==> src/rtl/pclk_pkg.sv <==
package pclk_pkg;
    localparam int REG_W   = 32;
    localparam int NSRC    = 4;
    localparam int SEL_W   = $clog2(NSRC);
    localparam int SEL_LSB = 16;
    localparam int PRE_W   = 2;
    localparam int PRE_LSB = 4;
    localparam int DIV_W   = 5;
    localparam int DIV_LSB = 8;
    // prescale counter must reach 2^(2^PRE_W - 1) - 1
    localparam int PCNT_W  = (1 << PRE_W) - 1;
    localparam int TOT_W   = DIV_W + PCNT_W + 1;

    localparam logic [REG_W-1:0] FIELD_MASK = REG_W'(
        (((1 << SEL_W) - 1) << SEL_LSB) |
        (((1 << PRE_W) - 1) << PRE_LSB) |
        (((1 << DIV_W) - 1) << DIV_LSB));

    typedef struct packed {
        logic [SEL_W-1:0] sel;
        logic [PRE_W-1:0] pre;
        logic [DIV_W-1:0] div;
    } cfg_t;

    typedef enum logic {SW_RUN, SW_WAIT} sw_state_e;
    typedef enum logic [1:0] {DV_PASS, DV_HIGH, DV_LOW} dv_state_e;
endpackage

==> src/rtl/pclk_ctrl_reg.sv <==
module pclk_ctrl_reg
    import pclk_pkg::*;
(
    input  logic             clk,
    input  logic             rst_n,
    input  logic             we,
    input  logic [REG_W-1:0] wdata,
    output logic [REG_W-1:0] rdata,
    output cfg_t             cfg_o
);
    cfg_t cfg_q;
    logic unused_spare;

    assign unused_spare = ^(wdata & ~FIELD_MASK);

    always_ff @(posedge clk) begin
        if (!rst_n) begin
            cfg_q <= '0;
        end else if (we) begin
            cfg_q.sel <= wdata[SEL_LSB +: SEL_W];
            cfg_q.pre <= wdata[PRE_LSB +: PRE_W];
            cfg_q.div <= wdata[DIV_LSB +: DIV_W];
        end
    end

    always_comb begin
        rdata = '0;
        rdata[SEL_LSB +: SEL_W] = cfg_q.sel;
        rdata[PRE_LSB +: PRE_W] = cfg_q.pre;
        rdata[DIV_LSB +: DIV_W] = cfg_q.div;
    end

    assign cfg_o = cfg_q;

    assert_spare_bits_zero_R2: assert property (@(posedge clk) disable iff (!rst_n)
        (rdata & ~FIELD_MASK) == '0);
    assert_write_lands_R2: assert property (@(posedge clk) disable iff (!rst_n)
        we |=> rdata == ($past(wdata) & FIELD_MASK));
    assert_hold_without_write_R2: assert property (@(posedge clk) disable iff (!rst_n)
        !we |=> $stable(rdata));
endmodule

==> src/rtl/pclk_src_sel.sv <==
module pclk_src_sel
    import pclk_pkg::*;
(
    input  logic             clk,
    input  logic             rst_n,
    input  logic [NSRC-1:0]  src_i,
    input  logic [SEL_W-1:0] sel_req,
    output logic             lvl_o,
    output logic             rise_o
);
    sw_state_e        state_q, state_d;
    logic [NSRC-1:0]  src_q;
    logic [SEL_W-1:0] act_q;
    logic             lvl_prev_q;
    logic             lvl_cur, lvl_req, both_low;

    assign lvl_cur  = src_q[act_q];
    assign lvl_req  = src_q[sel_req];
    assign both_low = !lvl_cur && !lvl_req;

    // state register
    always_ff @(posedge clk) begin
        if (!rst_n) state_q <= SW_RUN;
        else        state_q <= state_d;
    end

    always_comb begin
        state_d = state_q;
        unique case (state_q)
            SW_RUN:  state_d = (sel_req != act_q) ? SW_WAIT : SW_RUN;
            SW_WAIT: state_d = (sel_req == act_q || both_low) ? SW_RUN : SW_WAIT;
            default: state_d = SW_RUN;
        endcase
    end

    // outputs and datapath
    always_ff @(posedge clk) begin
        if (!rst_n) begin
            src_q      <= '0;
            act_q      <= '0;
            lvl_prev_q <= 1'b0;
        end else begin
            src_q      <= src_i;
            lvl_prev_q <= lvl_cur;
            if (state_q == SW_WAIT && sel_req != act_q && both_low)
                act_q <= sel_req;
        end
    end

    assign lvl_o  = lvl_cur;
    assign rise_o = lvl_cur && !lvl_prev_q;

    assert_switch_only_low_R9: assert property (@(posedge clk) disable iff (!rst_n)
        !both_low |=> $stable(act_q));
    assert_switch_no_edge_R9: assert property (@(posedge clk) disable iff (!rst_n)
        (act_q != $past(act_q)) |-> !lvl_prev_q);
endmodule

==> src/rtl/pclk_div_core.sv <==
module pclk_div_core
    import pclk_pkg::*;
(
    input  logic             clk,
    input  logic             rst_n,
    input  logic [PRE_W-1:0] pre_req,
    input  logic [DIV_W-1:0] div_req,
    input  logic             lvl_i,
    input  logic             rise_i,
    output logic             clk_o,
    output logic             tick_o
);
    dv_state_e         state_q, state_d;
    logic [PRE_W-1:0]  pre_a;
    logic [DIV_W-1:0]  div_a;
    logic [PCNT_W-1:0] pre_cnt, pre_nxt, pre_lim;
    logic [DIV_W-1:0]  div_cnt, div_nxt;
    logic [TOT_W-1:0]  ntot, half, pos_nxt;
    logic              last, wrap, lvl_q, tick_q;
    dv_state_e         after_wrap;

    always_comb begin
        pre_lim = '0;
        for (int i = 0; i < PCNT_W; i++)
            pre_lim[i] = (i < int'(pre_a));
    end

    assign ntot = (TOT_W'(div_a) + TOT_W'(1)) << pre_a;
    assign half = ntot >> 1;
    assign last = (pre_cnt == pre_lim) && (div_cnt == div_a);
    assign wrap = rise_i && last;
    assign after_wrap = (pre_req == '0 && div_req == '0) ? DV_PASS : DV_HIGH;

    always_comb begin
        if (pre_cnt == pre_lim) begin
            pre_nxt = '0;
            div_nxt = div_cnt + 1'b1;
        end else begin
            pre_nxt = pre_cnt + 1'b1;
            div_nxt = div_cnt;
        end
        pos_nxt = (TOT_W'(div_nxt) << pre_a) | TOT_W'(pre_nxt);
    end

    // state register
    always_ff @(posedge clk) begin
        if (!rst_n) state_q <= DV_PASS;
        else        state_q <= state_d;
    end

    always_comb begin
        state_d = state_q;
        unique case (state_q)
            DV_PASS: if (wrap) state_d = after_wrap;
            DV_HIGH: begin
                if (wrap) state_d = after_wrap;
                else if (rise_i && pos_nxt >= half) state_d = DV_LOW;
            end
            DV_LOW:  if (wrap) state_d = after_wrap;
            default: state_d = DV_PASS;
        endcase
    end

    // outputs, counters and active settings
    always_ff @(posedge clk) begin
        if (!rst_n) begin
            pre_a   <= '0;
            div_a   <= '0;
            pre_cnt <= '0;
            div_cnt <= '0;
            lvl_q   <= 1'b0;
            tick_q  <= 1'b0;
        end else begin
            lvl_q  <= lvl_i;
            tick_q <= wrap;
            if (wrap) begin
                pre_a   <= pre_req;
                div_a   <= div_req;
                pre_cnt <= '0;
                div_cnt <= '0;
            end else if (rise_i) begin
                pre_cnt <= pre_nxt;
                div_cnt <= div_nxt;
            end
        end
    end

    assign clk_o  = (state_q == DV_PASS) ? lvl_q : (state_q == DV_HIGH);
    assign tick_o = tick_q;

    assert_counts_in_range_R3: assert property (@(posedge clk) disable iff (!rst_n)
        pre_cnt <= pre_lim && div_cnt <= div_a);
    assert_reload_at_boundary_R8: assert property (@(posedge clk) disable iff (!rst_n)
        (pre_a != $past(pre_a) || div_a != $past(div_a)) |-> tick_o);
    assert_pulse_on_rise_R7: assert property (@(posedge clk) disable iff (!rst_n)
        tick_o |-> (clk_o && !$past(clk_o)));
    assert_pulse_single_R7: assert property (@(posedge clk) disable iff (!rst_n)
        tick_o |=> !tick_o);
endmodule

==> src/rtl/pclk_divider.sv <==
module pclk_divider
    import pclk_pkg::*;
(
    input  logic             clk,
    input  logic             rst_n,
    input  logic             bus_we,
    input  logic [REG_W-1:0] bus_wdata,
    output logic [REG_W-1:0] bus_rdata,
    input  logic [NSRC-1:0]  src_clk_i,
    output logic             clk_div_o,
    output logic             tick_o
);
    cfg_t cfg;
    logic sel_lvl, sel_rise;

    pclk_ctrl_reg u_reg (
        .clk   (clk),
        .rst_n (rst_n),
        .we    (bus_we),
        .wdata (bus_wdata),
        .rdata (bus_rdata),
        .cfg_o (cfg)
    );

    pclk_src_sel u_sel (
        .clk     (clk),
        .rst_n   (rst_n),
        .src_i   (src_clk_i),
        .sel_req (cfg.sel),
        .lvl_o   (sel_lvl),
        .rise_o  (sel_rise)
    );

    pclk_div_core u_div (
        .clk     (clk),
        .rst_n   (rst_n),
        .pre_req (cfg.pre),
        .div_req (cfg.div),
        .lvl_i   (sel_lvl),
        .rise_i  (sel_rise),
        .clk_o   (clk_div_o),
        .tick_o  (tick_o)
    );

    assert_reset_quiet_R1: assert property (@(posedge clk)
        !rst_n |=> (bus_rdata == '0 && !clk_div_o && !tick_o));
endmodule

==> config.mk <==
export PLATFORM = sky130hd
export DESIGN_NAME = pclk_divider
export DESIGN_NICKNAME = d
export VERILOG_FILES = /design/src/rtl/pclk_pkg.sv /design/src/rtl/pclk_ctrl_reg.sv /design/src/rtl/pclk_src_sel.sv /design/src/rtl/pclk_div_core.sv /design/src/rtl/pclk_divider.sv
export SDC_FILE = /design/constraint.sdc
export NUM_CORES = 1
export LEC_CHECK = 0
export ABC_AREA = 0
export BUFFER_PORTS_ARGS = -buffer_cell sky130_fd_sc_hd__buf_2
export CAP_MARGIN = 30
export CORE_ASPECT_RATIO = 1.4
export CORE_MARGIN = 4
export CORE_UTILIZATION = 50
export CTS_BUF_LIST = sky130_fd_sc_hd__clkbuf_16
export CTS_CLUSTER_SIZE = 20
export DETAILED_ROUTE_END_ITERATION = 10
export GPL_TIMING_DRIVEN = 0
export PLACE_DENSITY = 0.79
export SLEW_MARGIN = 30
export SYNTH_ARGS = -nofsm -noshare
export SYNTH_HDL_FRONTEND = slang
export SYNTH_SLANG_ARGS = --single-unit
==> constraint.sdc <==
create_clock -name clk -period 8.2 [get_ports clk]
set_input_delay 0.41 -clock clk [delete_from_list [all_inputs] [get_ports clk]]
set_output_delay 0.41 -clock clk [all_outputs]
set_load 0.03 [all_outputs]
Word level (Yosys, flattened, before mapping)
Cells that the tools add are included.
- bits in registers: 35
- input bits: 39
- output and inout bits: 34
- word-level logic and storage cells: 68
- $add $sub $neg: 3
- $lt $le $gt $ge: 6
- eq/ne operators: 8
- shift-type cells: 2
- multiplexer cells: 15
- bitwise logic cells: 3
- reductions and logical operators: 18
- operators by type and width (kind ; count):
    9-bit by 8-bit greater-or-equal comparator with 1-bit output ; 1
    9-bit by 3-bit OR with 9-bit output ; 1
    5-bit by 2-bit << shifter with 9-bit output ; 1
    9-bit by 2-bit << shifter with 9-bit output ; 1
    1-bit logical AND ; 8
    5-bit by 1-bit adder with 6-bit output, second input constant ; 1
    2-bit by 3-bit < comparator with 1-bit output, second input constant ; 2
    1-bit 2-to-1 mux ; 6
    2-bit 2-to-1 mux ; 3
    5-bit by 1-bit adder with 5-bit output, second input constant ; 1
    5-bit == test ; 1
    5-bit zero test ; 1
    5-bit 2-to-1 mux ; 1
    1-bit binary-select mux with 2-bit select ; 2
    2-bit zero test ; 2
    1-bit by 2-bit < comparator with 1-bit output, first input constant ; 2
    2-bit one-hot mux with 2 select lines ; 1
    2-bit OR reduction ; 2
    3-bit by 1-bit adder with 3-bit output, second input constant ; 1
    3-bit == test ; 1
    1-bit zero test ; 3
    3-bit 2-to-1 mux ; 1
    3-bit by 1-bit inequality test with 1-bit output, second input constant ; 1
    2-bit by 1-bit == test with 1-bit output, second input constant ; 1
    9 further kinds ; 10

Logic depth before layout (Yosys ltp)
Gate-level depths: netlist (run 1).
- depth after elaboration: 10
- mapped depth: 15
- mapped depth without buffers: 13

Modules after synthesis
Synthesis (run 1) repeated with hierarchy kept, for this count alone.
- cell total of the unflattened synthesis: 302
- area total of the unflattened synthesis: 2571.2 µm²
- modules (own cells, without submodules) (module ; times used ; cells each ; area each (µm²)):
    pclk_div_core ; 1 ; 208 ; 1647.8
    pclk_ctrl_reg ; 1 ; 61 ; 581.8
    pclk_src_sel ; 1 ; 33 ; 341.6

Least setup slack after synthesis (run 1)
Ideal clock, no wire load.
- path type: register -> register
- start point: reg u_div.pre_a[0]
- end point: reg u_div.state_q[0]
- setup time: 117 ps
- arrival time: 3063 ps
- path slack: 5019 ps
- cell stages (with the launch flop): 15
- clock period less this slack: 3181 ps
- path through: dfxtp_1 > buf_2 > or4_4 > nor2_4 > or2_1 > buf_6 > mux2i_1 > mux2i_1 > a221o_1 > ha_1 > nand4_1 > a21oi_1 > nor3b_1 > a221o_1 > a32o_1
- cells in the longest elaborated chain, start to end: 9
- elaborated cells between the ends (all ways): 18
- classes of those cells: order compare: 4; eq/ne: 3; shift: 2; mux: 4; bitwise: 1; reduce/logical: 4
- RTL lines (what ; RTL line ; source):
    start, declared ; pclk_div_core.sv:14 ; logic [PRE_W-1:0] pre_a;
    start signal, assigned ; pclk_div_core.sv:77 ; pre_a <= pre_req;
    1-bit by 2-bit < comparator with 1-bit output or 2-bit < comparator (tied branches) ; pclk_div_core.sv:25 ; pre_lim[i] = (i < int'(pre_a));
    3-bit == test ; pclk_div_core.sv:30, pclk_div_core.sv:35 ;
    5-bit 2-to-1 mux ; pclk_div_core.sv:35 ; if (pre_cnt == pre_lim) begin
    5-bit by 2-bit << shifter with 9-bit output ; pclk_div_core.sv:42 ; pos_nxt = (TOT_W'(div_nxt) << pre_a) | TOT_W'(pre_nxt);
    9-bit by 3-bit OR with 9-bit output ; pclk_div_core.sv:42 ;
    9-bit by 8-bit greater-or-equal comparator with 1-bit output ; pclk_div_core.sv:57 ; else if (rise_i && pos_nxt >= half) state_d = DV_LOW;
    1-bit logical AND ; pclk_div_core.sv:57 ;
    3-bit by 1-bit inequality test with 1-bit output (no line) ; - ;
    2-bit AND reduction (no line) ; - ;
    end signal, assigned ; pclk_div_core.sv:48 ; else state_q <= state_d;
    end, declared ; pclk_div_core.sv:13 ; dv_state_e state_q, state_d;
Parallel ways exist; a longest one is shown, timed or not.
A chain may end at the register's enable or synchronous reset.

Worst setup path after layout (run 1)
Ends and elaborated chain as after synthesis.

==> impl_metrics.ini, run 1 <==
[global_route]
grt_pass1_vias = 1909
grt_max_degree = 12
antenna_found_initial = 0
groute.usage.overall_pct = 18.6
overflow = 0
grt_pass1_wl_um = 8480

[clocking]
cts_setup_buffers = 0
max-clock-path-buffers = 2
cts_tree = built
cts-buffers-inserted = 5
clk_pin_slew_ns = 0.05
cts_max_level = 2
cts-root-buf = clkbuf_16
cts_hold_buf = 0
clock_latency_ns = 0.27
clock-sinks = 35
cts-resized-gates = 0

[detailed_routing]
vias = 1947
vias_per_cell = 5.14
ant_nets = 0
avgRoutedWirePerCell_um = 13.1
firstDrtPassIters = 4
drc = 0
drt_wl_total_um = 4950
drtIter0Drc = 107

[synth]
synth_seq_cells = 35
synth_cell_type_count = 52
syn-cell-area_um2 = 2280
syn_avg_cell_area_um2 = 8.65
netlist_instances = 264
synth.top_cell.area_share_pct = 30.7
synth_enable_flop_cells = 0
yosys_most_used_dff = dfxtp_1
yosys_warnings = 0
yosysTopAreaCell = dfxtp_1
ys_seq_area_share_pct = 30.7
async_flop_share_pct = 0
ys_top_cells_by_area = dfxtp_1 31%, mux2i_1 8.8%, buf_4 7.9%

[setup_path]
crit-reg2reg-launch = u_div.pre_a[0]
end_kind = register
cp-start-kind = register
cp_max_fo = 9
cp_data_arrival_time_ns = 3.66
r2r_setup_slack_ns = 4.71
setup.worst_path.class = register to register
cp-startpoint = u_div.pre_a[0]
critPathCapture = u_div.state_q[0]
rr_worst_depth = 14
crit_chain = buf_2 -> or4_4 -> nor2_4 -> or2_1 -> buf_6 -> mux2i_1 -> mux2i_1 -> a221o_1 -> ha_1 -> nand4_1 -> a21oi_1 -> nor3b_1 -> a221o_1 -> a32o_1
crit_slowest_cell = or4_4
r2r-end = u_div.state_q[0]
cp.required_ns = 8.37
cpPeakStageDelay_ns = 0.56

[job]
drv_cap = 0

[layout]
final_common_cell = dfxtp_1
seqCellArea_um2 = 701
n_antenna_cell = 0
area_delta_synth_final_pct = 19.6
nets = 368
multi_input_area_um2 = 1410
final_cells = 379
fillers = 381
drive_above_1_share_pct = 21.0
layout_common_cells = 35 x dfxtp_1, 32 x nor2_1, 27 x buf_2

[placement]
place_inst = 371
dp_hpwl_um = 3840
numPortBuffers = 25
place.gp.congestion = 0.889

[timing]
slew_headroom_pct = 59.4
min_period_over_period_pct = 42.6
slew_viol_final = 0
hold_viol = 0
worstMarginPinSlew_ns = 0.609
rsz0062_at_grt = false
skew_ns = 0.00240
fmax_mhz = 286
period_needed_ns = 3.49
setup_viol = 0
setup_tns_ns = 0

[power]
comb_power_share_pct = 19.2
p_per_area_nw_per_um2 = 177
power.leakage_nw = 1.25
p_switching_uw = 128
power_frac_clock_pct = 42.5
switching_share_pct = 26.4
intPower_uw = 356
pwr-share-seq_pct = 38.3
ir_drop_v = 0.000212

[floorplan]
fp.dieH_um = 88.0
start_util_pct = 53.0
die-area_um2 = 5730
rows = 28
dieWidth_um = 65.1
coreArea_um2 = 4310
io-pin-count = 73

[hold_path]
hold_class = input port to register

[outcome]
status = complete, no violations
==> how the worst min path moves through the flow <==
| stage | from | end | slack (ns) | depth (start not counted) |
|---|---|---|---|---|
| global placement | u_div.pre_cnt[1] | u_div.pre_cnt[1] | 0.50 | 2 |
| finish | src_clk_i[0] | u_sel.src_q[0] | 0.34 | 2 |
| CTS | src_clk_i[0] | u_sel.src_q[0] | 0.34 | 2 |
| detailed placement | u_div.pre_cnt[1] | u_div.pre_cnt[1] | 0.51 | 2 |
| global route | src_clk_i[3] | u_sel.src_q[3] | 0.35 | 2 |
| floorplan | u_div.state_q[1] | u_div.state_q[1] | 0.48 | 2 |
==> cells by family (layout without fill, tap and decap cells) <==
kind of cell,count (synthesis),count (layout),share of synthesized area [%]
adder cells (fa/ha/maj),11,11,6.02
AND/OR/NAND/NOR,90,90,20.4
multiplexers,24,24,11.7
flip-flops,35,35,30.7
AO/OA/AOI/OAI,44,44,13.3
XOR/XNOR,17,17,6.52
buffers and inverters,42,75,11.3
other,1,23,0.164
==> worst max-delay path, delay by kind of cell, from the launching register on <==
kind | cells | cell delay, ns
AO/OA/AOI/OAI | 4 | 1.13
AND/OR/NAND/NOR | 5 | 1.02
multiplexers | 2 | 0.36
adder cells (fa/ha/maj) | 1 | 0.31
flip-flops | 1 | 0.29
buffers and inverters | 2 | 0.27
==> power by group through the flow <==
stage	sequential (mW)	clock, mW	combinational [mW]
floorplan	0.193	0	0.0691
global placement	0.188	0	0.0898
detailed placement	0.189	0	0.0914
CTS	0.185	0.209	0.0920
global route	0.187	0.217	0.102
finish	0.185	0.206	0.0929
==> routing by layer <==
metal	GRT usage [%]	share of wire, %
met5	0	0
met4	6.04	1.3
met3	3.47	4.1
met2	36.1	55
met1	20.0	39
==> state kept, by name (all words and copies together), names as in the netlist <==
register       flops
u_div.pre_a        2
u_div.lvl_q        1
u_div.div_cnt      5
u_div.div_a        5
u_sel.src_q        4
u_reg.cfg_o        9
u_sel.act_q        2
u_div.tick_o       1
u_div.state_q      2
u_sel.state_q      1
u_div.pre_cnt      3
==> synth_stat cells (6+ instances only) <==
cell	instances
nor2_1	32
dfxtp_1	35
xnor2_1	8
mux2i_1	20
o21ai_0	8
a21oi_1	11
clkbuf_1	8
buf_4	24
xor2_1	9
ha_1	11
nor3_1	7
nand2_1	17
nor2b_1	6
==> per-stage QoR <==
step	util (%)	power, mW	setup slack [ns]	hold WS, ns	cell area [µm²]
2_1_floorplan	-	0.262	5.02	0.476	2370
3_3_place_gp	59.6	0.278	4.76	0.498	2570
3_5_place_dp	59.6	0.280	4.75	0.509	2570
4_1_cts	63.4	0.487	4.74	0.336	2730
5_1_grt	63.4	0.505	4.43	0.345	2730
6_report	63.4	0.484	4.71	0.339	2730
==> area by class of cell <==
cell class	count	share of cell area [%]
Sequential cell	35	25.7
Clock buffer	5	4.58
Buffer	37	8.75
Tap cell	60	2.75
Clock inverter	3	1.42
Multi-Input combinational cell	209	51.6
Inverter	5	0.687
Timing Repair Buffer	25	4.58
Power figures use the tool's default switching activity.
==> run 2: changes to the inputs <==
--- a/config.mk
+++ b/config.mk
@@ -10,12 +10,12 @@
 export CAP_MARGIN = 30
 export CORE_ASPECT_RATIO = 1.4
 export CORE_MARGIN = 4
-export CORE_UTILIZATION = 50
+export CORE_UTILIZATION = 46
 export CTS_BUF_LIST = sky130_fd_sc_hd__clkbuf_16
 export CTS_CLUSTER_SIZE = 20
 export DETAILED_ROUTE_END_ITERATION = 10
 export GPL_TIMING_DRIVEN = 0
-export PLACE_DENSITY = 0.79
+export PLACE_DENSITY = 0.76
 export SLEW_MARGIN = 30
 export SYNTH_ARGS = -nofsm -noshare
 export SYNTH_HDL_FRONTEND = slang
==> constraint.sdc (replaced) <==
create_clock -name clk -period 2.91 [get_ports clk]
set_input_delay 0.1455 -clock clk [delete_from_list [all_inputs] [get_ports clk]]
set_output_delay 0.1455 -clock clk [all_outputs]
set_load 0.03 [all_outputs]
==> impl_metrics.ini, run 2 (synthesis gave the netlist of run 1 again) <==
[job]
drv_cap = 0

[setup_path]
cp-startpoint = u_div.pre_cnt[2]
rr_worst_depth = 13
crit_chain = or4_4 -> nor2_4 -> or2_1 -> buf_6 -> mux2i_4 -> mux2i_2 -> a221o_1 -> ha_1 -> nand4_1 -> a21oi_2 -> nor3b_1 -> a221o_1 -> a32o_1
cp-start-kind = register
end_kind = register
crit_slowest_cell = or4_4
r2r-end = u_div.state_q[0]
cp_max_fo = 6
cpMostUsedCell = a221o_1
cp_data_arrival_time_ns = 3.48
cp.required_ns = 3.08
crit-reg2reg-launch = u_div.pre_cnt[2]
critPathTopFamily = compound AO/OA/AOI/OAI gates
r2r_setup_slack_ns = -0.40
cpPeakStageDelay_ns = 0.53
cp.buffers_inverters = 1
setup.worst_path.class = register to register

[layout]
largest_reg_flops = 9
fillers = 447
fin_util_pct = 59.9
layout_common_cells = 33 x buf_4, 33 x dfxtp_1, 32 x nor2_1
final_cells = 393
n_antenna_cell = 0
nets = 378
area_delta_synth_final_pct = 27.1
drive_above_1_share_pct = 25.8
postLayoutCellArea_um2 = 2900

[placement]
place.gp.congestion = 0.922
place_inst = 375
pre_cts_slack_ns = -0.474
dpl-instance-area_um2 = 2580
dp_hpwl_um = 3730
numPortBuffers = 25

[timing]
slew_viol_final = 0
setup_slack_ns = -0.398
worstMarginPinSlew_ns = 0.627
fmax_mhz = 302
slew_headroom_pct = 58.2
skew_ns = 0.00382
min_period_over_period_pct = 114
period_needed_ns = 3.31
rsz0062_at_grt = true
setup_viol = 2
hold_viol = 0
holdWs_ns = 0.0740
setup_tns_ns = -0.753

[global_route]
antenna_found_initial = 0
grt_max_degree = 12
overflow = 0
groute.usage.overall_pct = 17.5
grt_pass1_vias = 1888
grt_pass1_wl_um = 8510

[power]
switching_share_pct = 25.2
ir_drop_v = 0.000471
p_per_area_nw_per_um2 = 509
p_switching_uw = 372
pwr-share-seq_pct = 35.4
power.leakage_nw = 1.31
power_frac_clock_pct = 45.6
power_mw = 1.48
comb_power_share_pct = 19.1
intPower_mw = 1.10

[hold_path]
hold_path_end = u_sel.src_q[0]
hp-start = src_clk_i[0]
hold_depth = 2
hold_class = input port to register

[clocking]
max-clock-path-buffers = 2
clk_pin_slew_ns = 0.05
cts_tree = built
cts-root-buf = clkbuf_16
cts_max_level = 2
cts-buffers-inserted = 5
clock-sinks = 35
clock_latency_ns = 0.28

[detailed_routing]
vias = 2003
avgRoutedWirePerCell_um = 13.0
ant_nets = 0
drtIter0Drc = 113
vias_per_cell = 5.10
drc = 0
firstDrtPassIters = 4
drt_wl_total_um = 5100

[floorplan]
coreArea_um2 = 4840
io-pin-count = 73
dieWidth_um = 67.6
die-area_um2 = 6170
fp.dieH_um = 91.4
start_util_pct = 47.2
rows = 30

[outcome]
status = complete, but fails checks
failed_checks = setup timing
==> run 2: cell count changes in the layout (fill, tap and decap cells not counted), sizes merged <==
cell and delta:
inv +1, clkinv -2, buf +10, bufinv +1
==> run 2: power by group through the flow <==
stage / clock (mW) / sequential (mW) / combinational [mW]
6_report: 0.673 / 0.522 / 0.281
5_1_grt: 0.707 / 0.525 / 0.309
4_1_cts: 0.683 / 0.522 / 0.271
3_5_place_dp: 0 / 0.532 / 0.259
3_3_place_gp: 0 / 0.531 / 0.255
2_1_floorplan: 0 / 0.543 / 0.196
==> run 2: area by class of cell <==
class / instances / area [µm²] / share of cell area [%]
Buffer: 36 / 238 / 8.19
Clock buffer: 5 / 125 / 4.31
Clock inverter: 3 / 63.8 / 2.20
Inverter: 5 / 18.8 / 0.647
Multi-Input combinational cell: 209 / 1470 / 50.5
Sequential cell: 35 / 708 / 24.4
Tap cell: 64 / 80.1 / 2.76
Timing Repair Buffer: 36 / 204 / 7.03
==> run 2: routing by layer <==
| layer | global-route usage, % | vias up | part of all wire, % |
|---|---|---|---|
| met5 | 0 | - | 0 |
| met4 | 8.46 | 0 | 3.1 |
| met3 | 3.22 | 16 | 4.6 |
| li1 | - | 1012 | - |
| met1 | 19.9 | 923 | 38 |
| met2 | 30.1 | 52 | 55 |
==> run 2: repair_timing <==
item,4_1_cts,5_1_grt
setup endpoints to repair,2,2
gates resized for setup,6,9
pin swaps,8,11
buffers inserted,7,4
hold buffers,0,0
==> run 2: how the worst max path moves through the flow <==
stage	cells past startpoint	slack (ns)	endpoint
global route	14	-0.56	u_div.state_q[0]
detailed placement	14	-0.47	u_div.state_q[0]
CTS	13	-0.39	u_div.state_q[0]
floorplan	14	-0.16	u_div.state_q[0]
finish	13	-0.40	u_div.state_q[0]
global placement	14	-0.44	u_div.state_q[0]
==> run 2: worst register-to-register path: cells and delay by family, from the launching register on <==
| kind | cells | cell delay [ns] |
|---|---|---|
| flip-flops | 1 | 0.37 |
| AO/OA/AOI/OAI | 4 | 1.10 |
| adder cells (fa/ha/maj) | 1 | 0.30 |
| AND/OR/NAND/NOR | 5 | 0.98 |
| buffers and inverters | 1 | 0.11 |
| multiplexers | 2 | 0.35 |
